==> src/rtl/eae_pkg.sv <==
package eae_pkg;
  localparam int unsigned WORD_W_DEF = 12;
  localparam int unsigned CNT_W_DEF  = 5;

  typedef enum logic [2:0] {
    OP_NONE = 3'd0,
    OP_SCL  = 3'd1,
    OP_MUL  = 3'd2,
    OP_DIV  = 3'd3,
    OP_NORM = 3'd4,
    OP_SHL  = 3'd5,
    OP_ASR  = 3'd6,
    OP_LSR  = 3'd7
  } eae_op_e;
endpackage

==> src/rtl/eae_front.sv <==
// Start-time micro-operations and per-operation setup.
module eae_front
  import eae_pkg::*;
#(
  parameter int unsigned W  = WORD_W_DEF,
  parameter int unsigned CW = CNT_W_DEF
) (
  input  logic [7:1]    instr_i,
  input  logic [W-1:0]  operand_i,
  input  logic          link_i,
  input  logic [W-1:0]  ac_i,
  input  logic [W-1:0]  mq_i,
  input  logic [CW-1:0] sc_i,
  output eae_op_e       op_o,
  output logic          link_o,
  output logic [W-1:0]  ac_o,
  output logic [W-1:0]  mq_o,
  output logic [CW-1:0] sc_o,
  output logic [CW-1:0] steps_o
);
  localparam int unsigned MAX_SH = (1 << CW) - 1;

  logic [W-1:0]  ac_clr, ac_xfer, mq_xfer, ac_pre;
  logic [CW-1:0] sh_cnt;
  logic          div_ovf;

  always_comb begin
    ac_clr = instr_i[7] ? '0 : ac_i;
    unique case ({instr_i[6], instr_i[4]})
      2'b10:   begin ac_xfer = ac_clr | mq_i; mq_xfer = mq_i;   end
      2'b01:   begin ac_xfer = '0;            mq_xfer = ac_clr; end
      2'b11:   begin ac_xfer = mq_i;          mq_xfer = ac_clr; end
      default: begin ac_xfer = ac_clr;        mq_xfer = mq_i;   end
    endcase
    ac_pre = instr_i[5] ? (ac_xfer | W'(sc_i)) : ac_xfer;
  end

  assign op_o    = eae_op_e'(instr_i[3:1]);
  assign sh_cnt  = (operand_i >= W'(MAX_SH - 1)) ? CW'(MAX_SH)
                                                 : operand_i[CW-1:0] + CW'(1);
  assign div_ovf = (operand_i == '0) || (ac_pre >= operand_i);

  always_comb begin
    link_o  = link_i;
    ac_o    = ac_pre;
    mq_o    = mq_xfer;
    sc_o    = sc_i;
    steps_o = '0;
    case (op_o)
      OP_SCL: sc_o = ~operand_i[CW-1:0];
      OP_MUL: begin
        link_o  = 1'b0;
        steps_o = CW'(W);
      end
      OP_DIV: begin
        if (div_ovf) begin
          link_o = 1'b1;
          mq_o   = {mq_xfer[W-2:0], 1'b1};
          sc_o   = '1;
        end else begin
          link_o  = 1'b0;
          steps_o = CW'(W);
        end
      end
      OP_NORM: sc_o = '0;
      OP_SHL:  steps_o = sh_cnt;
      OP_ASR: begin
        link_o  = ac_pre[W-1];
        steps_o = sh_cnt;
      end
      OP_LSR: begin
        link_o  = 1'b0;
        steps_o = sh_cnt;
      end
      default: ;
    endcase
  end
endmodule

==> src/rtl/eae_step.sv <==
// One clock's worth of progress for the iterative operations.
module eae_step
  import eae_pkg::*;
#(
  parameter int unsigned W  = WORD_W_DEF,
  parameter int unsigned CW = CNT_W_DEF
) (
  input  eae_op_e       op_i,
  input  logic [W-1:0]  operand_i,
  input  logic          link_i,
  input  logic [W-1:0]  ac_i,
  input  logic [W-1:0]  mq_i,
  input  logic [CW-1:0] sc_i,
  output logic          link_o,
  output logic [W-1:0]  ac_o,
  output logic [W-1:0]  mq_o,
  output logic [CW-1:0] sc_o,
  output logic          norm_done_o
);
  logic [W:0] sum, part, diff;
  logic       fits;

  // multiply: add-and-shift-right, AC seeds the upper half as addend
  assign sum  = {1'b0, ac_i} + (mq_i[0] ? {1'b0, operand_i} : {(W+1){1'b0}});
  // divide: restoring subtract on the partial remainder
  assign part = {ac_i, mq_i[W-1]};
  assign diff = part - {1'b0, operand_i};
  assign fits = part >= {1'b0, operand_i};

  assign norm_done_o = ({ac_i, mq_i} == '0) || (ac_i[W-1] != ac_i[W-2]);

  always_comb begin
    link_o = link_i;
    ac_o   = ac_i;
    mq_o   = mq_i;
    sc_o   = sc_i;
    case (op_i)
      OP_MUL: begin
        ac_o = sum[W:1];
        mq_o = {sum[0], mq_i[W-1:1]};
      end
      OP_DIV: begin
        ac_o = fits ? diff[W-1:0] : part[W-1:0];
        mq_o = {mq_i[W-2:0], fits};
      end
      OP_NORM: begin
        {link_o, ac_o, mq_o} = {ac_i, mq_i, 1'b0};
        sc_o = sc_i + CW'(1);
      end
      OP_SHL: {link_o, ac_o, mq_o} = {ac_i, mq_i, 1'b0};
      OP_ASR: {ac_o, mq_o} = {ac_i[W-1], ac_i, mq_i[W-1:1]};
      OP_LSR: {ac_o, mq_o} = {1'b0, ac_i, mq_i[W-1:1]};
      default: ;
    endcase
  end
endmodule

==> src/rtl/eae_unit.sv <==
module eae_unit
  import eae_pkg::*;
#(
  parameter int unsigned WORD_W = WORD_W_DEF,
  parameter int unsigned CNT_W  = CNT_W_DEF
) (
  input  logic              clk_i,
  input  logic              rst_ni,
  input  logic              start_i,
  input  logic [7:1]        instr_i,
  input  logic [WORD_W-1:0] operand_i,
  input  logic              link_i,
  input  logic [WORD_W-1:0] ac_i,
  input  logic [WORD_W-1:0] mq_i,
  input  logic [CNT_W-1:0]  sc_i,
  output logic              link_o,
  output logic [WORD_W-1:0] ac_o,
  output logic [WORD_W-1:0] mq_o,
  output logic [CNT_W-1:0]  sc_o,
  output logic              busy_o,
  output logic              done_o
);
  eae_op_e           f_op, op_q;
  logic              f_link, s_link, link_q;
  logic [WORD_W-1:0] f_ac, f_mq, s_ac, s_mq, ac_q, mq_q, opd_q;
  logic [CNT_W-1:0]  f_sc, s_sc, sc_q, f_steps, cnt_q;
  logic              s_norm_done, busy_q, done_q, finish;

  eae_front #(.W(WORD_W), .CW(CNT_W)) i_front (
    .instr_i   (instr_i),
    .operand_i (operand_i),
    .link_i    (link_i),
    .ac_i      (ac_i),
    .mq_i      (mq_i),
    .sc_i      (sc_i),
    .op_o      (f_op),
    .link_o    (f_link),
    .ac_o      (f_ac),
    .mq_o      (f_mq),
    .sc_o      (f_sc),
    .steps_o   (f_steps)
  );

  eae_step #(.W(WORD_W), .CW(CNT_W)) i_step (
    .op_i        (op_q),
    .operand_i   (opd_q),
    .link_i      (link_q),
    .ac_i        (ac_q),
    .mq_i        (mq_q),
    .sc_i        (sc_q),
    .link_o      (s_link),
    .ac_o        (s_ac),
    .mq_o        (s_mq),
    .sc_o        (s_sc),
    .norm_done_o (s_norm_done)
  );

  assign finish = (op_q == OP_NORM) ? s_norm_done : (cnt_q == '0);

  always_ff @(posedge clk_i or negedge rst_ni) begin
    if (!rst_ni) begin
      link_q <= 1'b0;
      ac_q   <= '0;
      mq_q   <= '0;
      sc_q   <= '0;
      opd_q  <= '0;
      op_q   <= OP_NONE;
      cnt_q  <= '0;
      busy_q <= 1'b0;
      done_q <= 1'b0;
    end else begin
      done_q <= 1'b0;
      if (!busy_q) begin
        if (start_i) begin
          link_q <= f_link;
          ac_q   <= f_ac;
          mq_q   <= f_mq;
          sc_q   <= f_sc;
          opd_q  <= operand_i;
          op_q   <= f_op;
          cnt_q  <= f_steps;
          busy_q <= 1'b1;
        end
      end else if (finish) begin
        busy_q <= 1'b0;
        done_q <= 1'b1;
      end else begin
        link_q <= s_link;
        ac_q   <= s_ac;
        mq_q   <= s_mq;
        sc_q   <= s_sc;
        if (op_q != OP_NORM) cnt_q <= cnt_q - CNT_W'(1);
      end
    end
  end

  assign link_o = link_q;
  assign ac_o   = ac_q;
  assign mq_o   = mq_q;
  assign sc_o   = sc_q;
  assign busy_o = busy_q;
  assign done_o = done_q;
endmodule

==> config.mk <==
export PLATFORM = sky130hd
export DESIGN_NAME = eae_unit
export DESIGN_NICKNAME = d
export VERILOG_FILES = /design/src/rtl/eae_pkg.sv /design/src/rtl/eae_front.sv /design/src/rtl/eae_step.sv /design/src/rtl/eae_unit.sv
export SDC_FILE = /design/constraint.sdc
export NUM_CORES = 1
export LEC_CHECK = 0
export ABC_CLOCK_PERIOD_IN_PS = 3500
export BUFFER_PORTS_ARGS = -buffer_cell sky130_fd_sc_hd__buf_2
export CAP_MARGIN = 5
export CORE_MARGIN = 3
export CORE_UTILIZATION = 59
export CTS_BUF_LIST = sky130_fd_sc_hd__clkbuf_8
export DETAILED_ROUTE_END_ITERATION = 10
export GPL_ROUTABILITY_DRIVEN = 0
export PLACE_DENSITY = 0.83
export SYNTH_ARGS = -nofsm -noshare
export SYNTH_HDL_FRONTEND = slang
export SYNTH_HIERARCHICAL = 1
export SYNTH_SLANG_ARGS = --single-unit
==> constraint.sdc <==
create_clock -name clk_i -period 3.5 [get_ports clk_i]
set_clock_uncertainty 0.15 [all_clocks]
set_input_delay 0.35 -clock clk_i [delete_from_list [all_inputs] [get_ports clk_i]]
set_output_delay 0.35 -clock clk_i [all_outputs]
set_load 0.005 [all_outputs]
# Word-level counts from Yosys, hierarchy flattened
# Cells that the tools add are included.
[word_totals]
out_inout_bits = 32
input_bits = 52
word_cells = 107
ff_bits = 52
[op_classes]
bitwise = 4
n_eq_ne = 26
n_mux = 41
reduce_logical = 18
magnitude_cmp = 3
add_sub_neg = 5
[ops]
columns = ["operator", "n"]
rows = [
  ["2-to-1 mux 12 bit", 13],
  ["case mux 12 bit (5 select lines)", 1],
  ["2-to-1 mux 5 bit", 10],
  ["case mux 12 bit (4 select lines)", 1],
  ["case mux 12 bit (3 select lines)", 1],
  ["case mux 5 bit (3 select lines)", 2],
  ["== test 3 bit (second input constant)", 8],
  ["logical NOT 24 bit", 1],
  ["AND reduction 3 bit", 5],
  ["adder 12 x 12 -> 13 bit", 1],
  ["greater-or-equal comparator 13 x 12 -> 1 bit", 1],
  ["== test 3 x 2 -> 1 bit (second input constant)", 4],
  ["greater-or-equal comparator 12 bit", 1],
  ["greater-or-equal comparator 12 x 5 -> 1 bit (second input constant)", 1],
  ["logical NOT 12 bit", 1],
  ["OR 12 bit", 1],
  ["OR 12 x 5 -> 12 bit", 1],
  ["subtractor 12 bit", 1],
  ["2-to-1 mux 1 bit", 11],
  ["adder 5 x 1 -> 5 bit (second input constant)", 2],
  ["OR reduction 2 bit", 4],
  ["inequality test 2 bit (second input constant)", 3],
  ["inequality test 6 x 2 -> 1 bit (second input constant)", 1],
  ["logical NOT 5 bit", 1],
  ["18 further kinds", 21],
]

# Depth between registers and ports, before layout
[logic_depth]
depth_word = 11
ltp_mapped = 14

# Hierarchy
# The synthesis kept the hierarchy.
[modules_own_cells]
columns = ["mod", "cells_per_inst", "seq_area_each_um2", "instances", "area_per_inst_um2"]
rows = [
  ["eae_unit", 284, 1301.2, 1, 2951.6],
  ["eae_step", 337, 0.0, 1, 2304.7],
  ["eae_front", 168, 0.0, 1, 1138.6],
]

# Worst setup path after synthesis
# No wires, ideal clock.
[synth_path]
kind = "reg2reg"
start = "reg mq_q[0], in the netlist mq_o[0]"
end = "reg ac_q[8], in the netlist ac_o[8]"
setup_ns = 0.121
synth_period_minus_slack_ns = 3.048
required_time_ns = 3.229
arrival_ns = 2.776
path_stages_with_launch = 13
setup_slack_ns = 0.452
path_cell_list = "dfrtp_1 -> clkbuf_1 -> nand2_1 -> inv_1 -> ha_1 -> a21oi_1 -> o21bai_1 -> or4b_1 -> a21boi_0 -> xor2_1 -> o22ai_1 -> a211o_1 -> o221a_4"
[synth_between]
elab_chain_cells = 5
word_cells_on_any_way = 10
cone_classes = "add/sub: 1; eq/ne: 1; mux: 5; reduce/logical: 3"
[synth_rtl]
columns = ["item", "line", "rtl"]
rows = [
  ["start: declaration", "eae_unit.sv:25", "logic [WORD_W-1:0] f_ac, f_mq, s_ac, s_mq, ac_q, mq_q, opd_q;"],
  ["start signal: assignment", "eae_unit.sv:77", "mq_q <= f_mq;"],
  ["start signal: assignment", "eae_unit.sv:90", "mq_q <= s_mq;"],
  ["2-to-1 mux 12 bit", "eae_step.sv:24", "assign sum = {1'b0, ac_i} + (mq_i[0] ? {1'b0, operand_i} : {(W+1){1'b0}});"],
  ["adder 12 x 12 -> 13 bit", "eae_step.sv:24", ""],
  ["case mux 12 bit (5 select lines)", "eae_step.sv:37", "case (op_i)"],
  ["named net s_ac[8]", "eae_unit.sv:25", ""],
  ["2-to-1 mux 12 bit", "eae_unit.sv:84", "end else if (finish) begin"],
  ["2-to-1 mux 12 bit", "eae_unit.sv:73", "if (!busy_q) begin"],
  ["end signal: assignment", "eae_unit.sv:63", "ac_q <= '0;"],
  ["end signal: assignment", "eae_unit.sv:76", "ac_q <= f_ac;"],
  ["end signal: assignment", "eae_unit.sv:89", "ac_q <= s_ac;"],
  ["end: declaration", "eae_unit.sv:25", ""],
]
# The timed path passes the listed nets, and every way through them passes these cells. The select of a mux whose other input is x is not followed.
# A chain may end at the register's enable or synchronous reset.

# Final worst setup path
# Same ends and word-level chain as after synthesis.

==> out/results.ini <==
[run_status]
status = finished clean

[timing]
whs_ns = 0.135
hold_violations = 0
clock.fmax_mhz = 303
period_needed_ns = 3.30
rsz0062_at_grt = false
maxSlewViolCount = 0
final.setup.worst_slack_ns = 0.196
tightest_slew_ns = 1.22
slew_headroom_pct = 18.0
post-route-period-util_pct = 94.4
setup_viol = 0
setup_tns_ns = 0

[drt]
wl_met3_um = 2150
drt_iter0_drc = 685
top_layer = met4
wl_per_cell_um = 20.5
vias = 6684
drc = 0
routed_via_density = 6.77
wirelength_um = 20300
wl_met1_um = 7860
first_pass_iters = 5
ant_nets = 0
met2_length_um = 9610

[critical_path]
worstSetupPathType = flip-flop to flip-flop
cp-end-kind = flip-flop
r2r_cells = 11
r2r-end = ac_o[8]
required_ns = 3.58
r2r_start = mq_o[0]
startpoint = mq_o[0]
reg2reg_slack_ns = 0.20
arrival_ns = 3.38
path_max_fanout = 11
cp-start-kind = flip-flop

[logic_synthesis]
synthFlopType = dfrtp_1
syn-instance-count = 789
syn-num-nets = 885
yosysSeqAreaShare_pct = 20.3
synthArstFlopShare_pct = 100
synth_most_common_cell = nand2_1
synth_edf_count = 0
synth.avg_cell_area_um2 = 8.11
ys_seq_elements = 52
synth_top_area_cell = dfrtp_1
synth_commonest_cells = 82 x nand2_1, 55 x nor2b_1, 52 x dfrtp_1, 49 x inv_1, 48 x a21oi_1
ys_types = 81
synth_top_area_share_pct = 20.3
syn_area_um2 = 6390
synthTopCellsByArea = dfrtp_1 20%, ha_1 8.2%, nor2b_1 5.4%, nand2_1 4.8%, a211o_1 4.2%
yosys_warnings = 6

[final_layout]
synthToLayoutAreaGrowth_pct = 9.25
diodes = 0
finalNetCount = 946
fin_cells = 987
final_util_pct = 67.1
drive_above_1_share_pct = 17.2
postLayoutCellArea_um2 = 6990

[placement]
place_inst = 978
placed_area_um2 = 6880
portBuffers = 83
post-place-ws_ns = 0.153
dpl.hpwl_um = 14900

[min_path]
hp-class = input port to flip-flop
min_to = op_q[0]
worstHoldStart = instr_i[1]
whs_path_depth = 3

[cts]
h-tree-depth = 2
clock_sinks = 52
path_clk_slew_ns = 0.11
cts_tree = yes
ctsResizeCount = 0
numCtsBuffers = 5
post_cts_buffers = 0
root_buffer = clkbuf_8
clkLatencyLatePin_ns = 0.33
clock_path_buffers = 2

[grt]
grt_pass1_wl_um = 31500
grt_max_degree = 58
grt-ovfl-total = 0
antenna_found_initial = 0
grt_util_all_layers_pct = 33.2
grt_pass1_vias = 6078

[die]
ios = 84
initial_core_util_pct = 61.4
core_um2 = 10400
die_h_um = 110
die_x_um = 110
num_rows = 37
dieArea_um2 = 12100

[power_and_ir_drop]
peakVddDrop_mv = 0.685
leakage_nw = 3.12
p_total_mw = 7.25
power_density_nw_per_um2 = 1040

[run]
cap_violations = 0

## how the worst max path moves through the flow
stage                     cells past startpoint  slack (ns)       to
after global routing                         12        0.03  ac_o[8]
after detailed placement                     13        0.15  sc_o[3]
after global placement                       13        0.15  sc_o[3]
after floorplan                              12        0.45  ac_o[8]
final                                        11        0.20  ac_o[8]
after CTS                                    12        0.23  ac_o[8]
## placed cells by master, fill, tap and decap left out, types with 8 or more instances in the layout
cell / synthesis / layout
and2_1: 11 / 11
xor2_1: 12 / 12
dfrtp_1: 52 / 50
o211ai_1: 12 / 12
nand2_1: 82 / 82
nor3_1: 13 / 13
nand3_1: 11 / 11
inv_1: 49 / 49
a21oi_1: 48 / 48
a211oi_1: 8 / 8
o21a_1: 8 / 8
o221a_1: 20 / 20
nor2_1: 28 / 28
nand2b_1: 38 / 38
ha_1: 42 / 42
nor2b_1: 55 / 55
o221a_4: 9 / 9
or3_1: 10 / 10
a211o_1: 31 / 31
o21ai_0: 36 / 36
o22ai_1: 9 / 9
buf_2: 6 / 83
mux2i_1: 26 / 26
a31oi_1: 15 / 15
xnor2_1: 12 / 12
buf_4: 3 / 23
## flip-flops by register name, indices dropped and copies added (netlist names)
| register | flops |
|---|---|
| cnt_q | 5 |
| done_o | 1 |
| link_o | 1 |
| busy_o | 1 |
| mq_o | 12 |
| opd_q | 12 |
| sc_o | 5 |
| op_q | 3 |
| ac_o | 12 |
## cell families (layout without fill, tap and decap cells)
logic type | Yosys count | in the layout | share of synthesized area (%)
buffers and inverters | 102 | 164 | 7.24
adder cells (fa/ha/maj) | 44 | 44 | 8.84
flip-flops | 52 | 52 | 20.3
XOR/XNOR | 24 | 24 | 3.29
AND/OR/NAND/NOR | 282 | 282 | 24.0
AO/OA/AOI/OAI | 251 | 251 | 30.6
multiplexers | 34 | 34 | 5.71
## cell type report
class,count,area (um2)
Clock buffer,5,68.8
Clock inverter,3,27.5
Inverter,49,184
Sequential cell,52,1300
Multi-Input combinational cell,635,4630
Tap cell,136,170
Timing Repair Buffer,107,598
Fill cell,881,3430
## what timing repair did
action                                 4_1_cts  5_1_grt
setup endpoints to repair                    0        0
endpoints found under the hold margin       27        0
hold buffers                                 1        0
## power breakdown
part	switching, mW	internal (mW)
clock	0.254	0.148
combinational	2.84	2.48
sequential	0.609	0.914
total	3.70	3.55
## metal layers
layer / global-route usage (%) / up-vias
li1: - / 3034
met1: 45.0 / 3170
met2: 54.0 / 423
met3: 4.89 / 57
met4: 11.5 / 0
met5: 0 / -
## worst max-delay path, stage by stage, from the launching register on
cell	delay, ns
dfrtp_1	0.58
nand2_1	0.16
inv_1	0.08
ha_1	0.21
a21oi_1	0.21
o21bai_1	0.14
or4b_1	0.53
a21boi_0	0.23
xor2_1	0.21
o22ai_1	0.11
a211o_1	0.30
o221a_4	0.28
No activity file was read; power rests on OpenSTA's default activity.
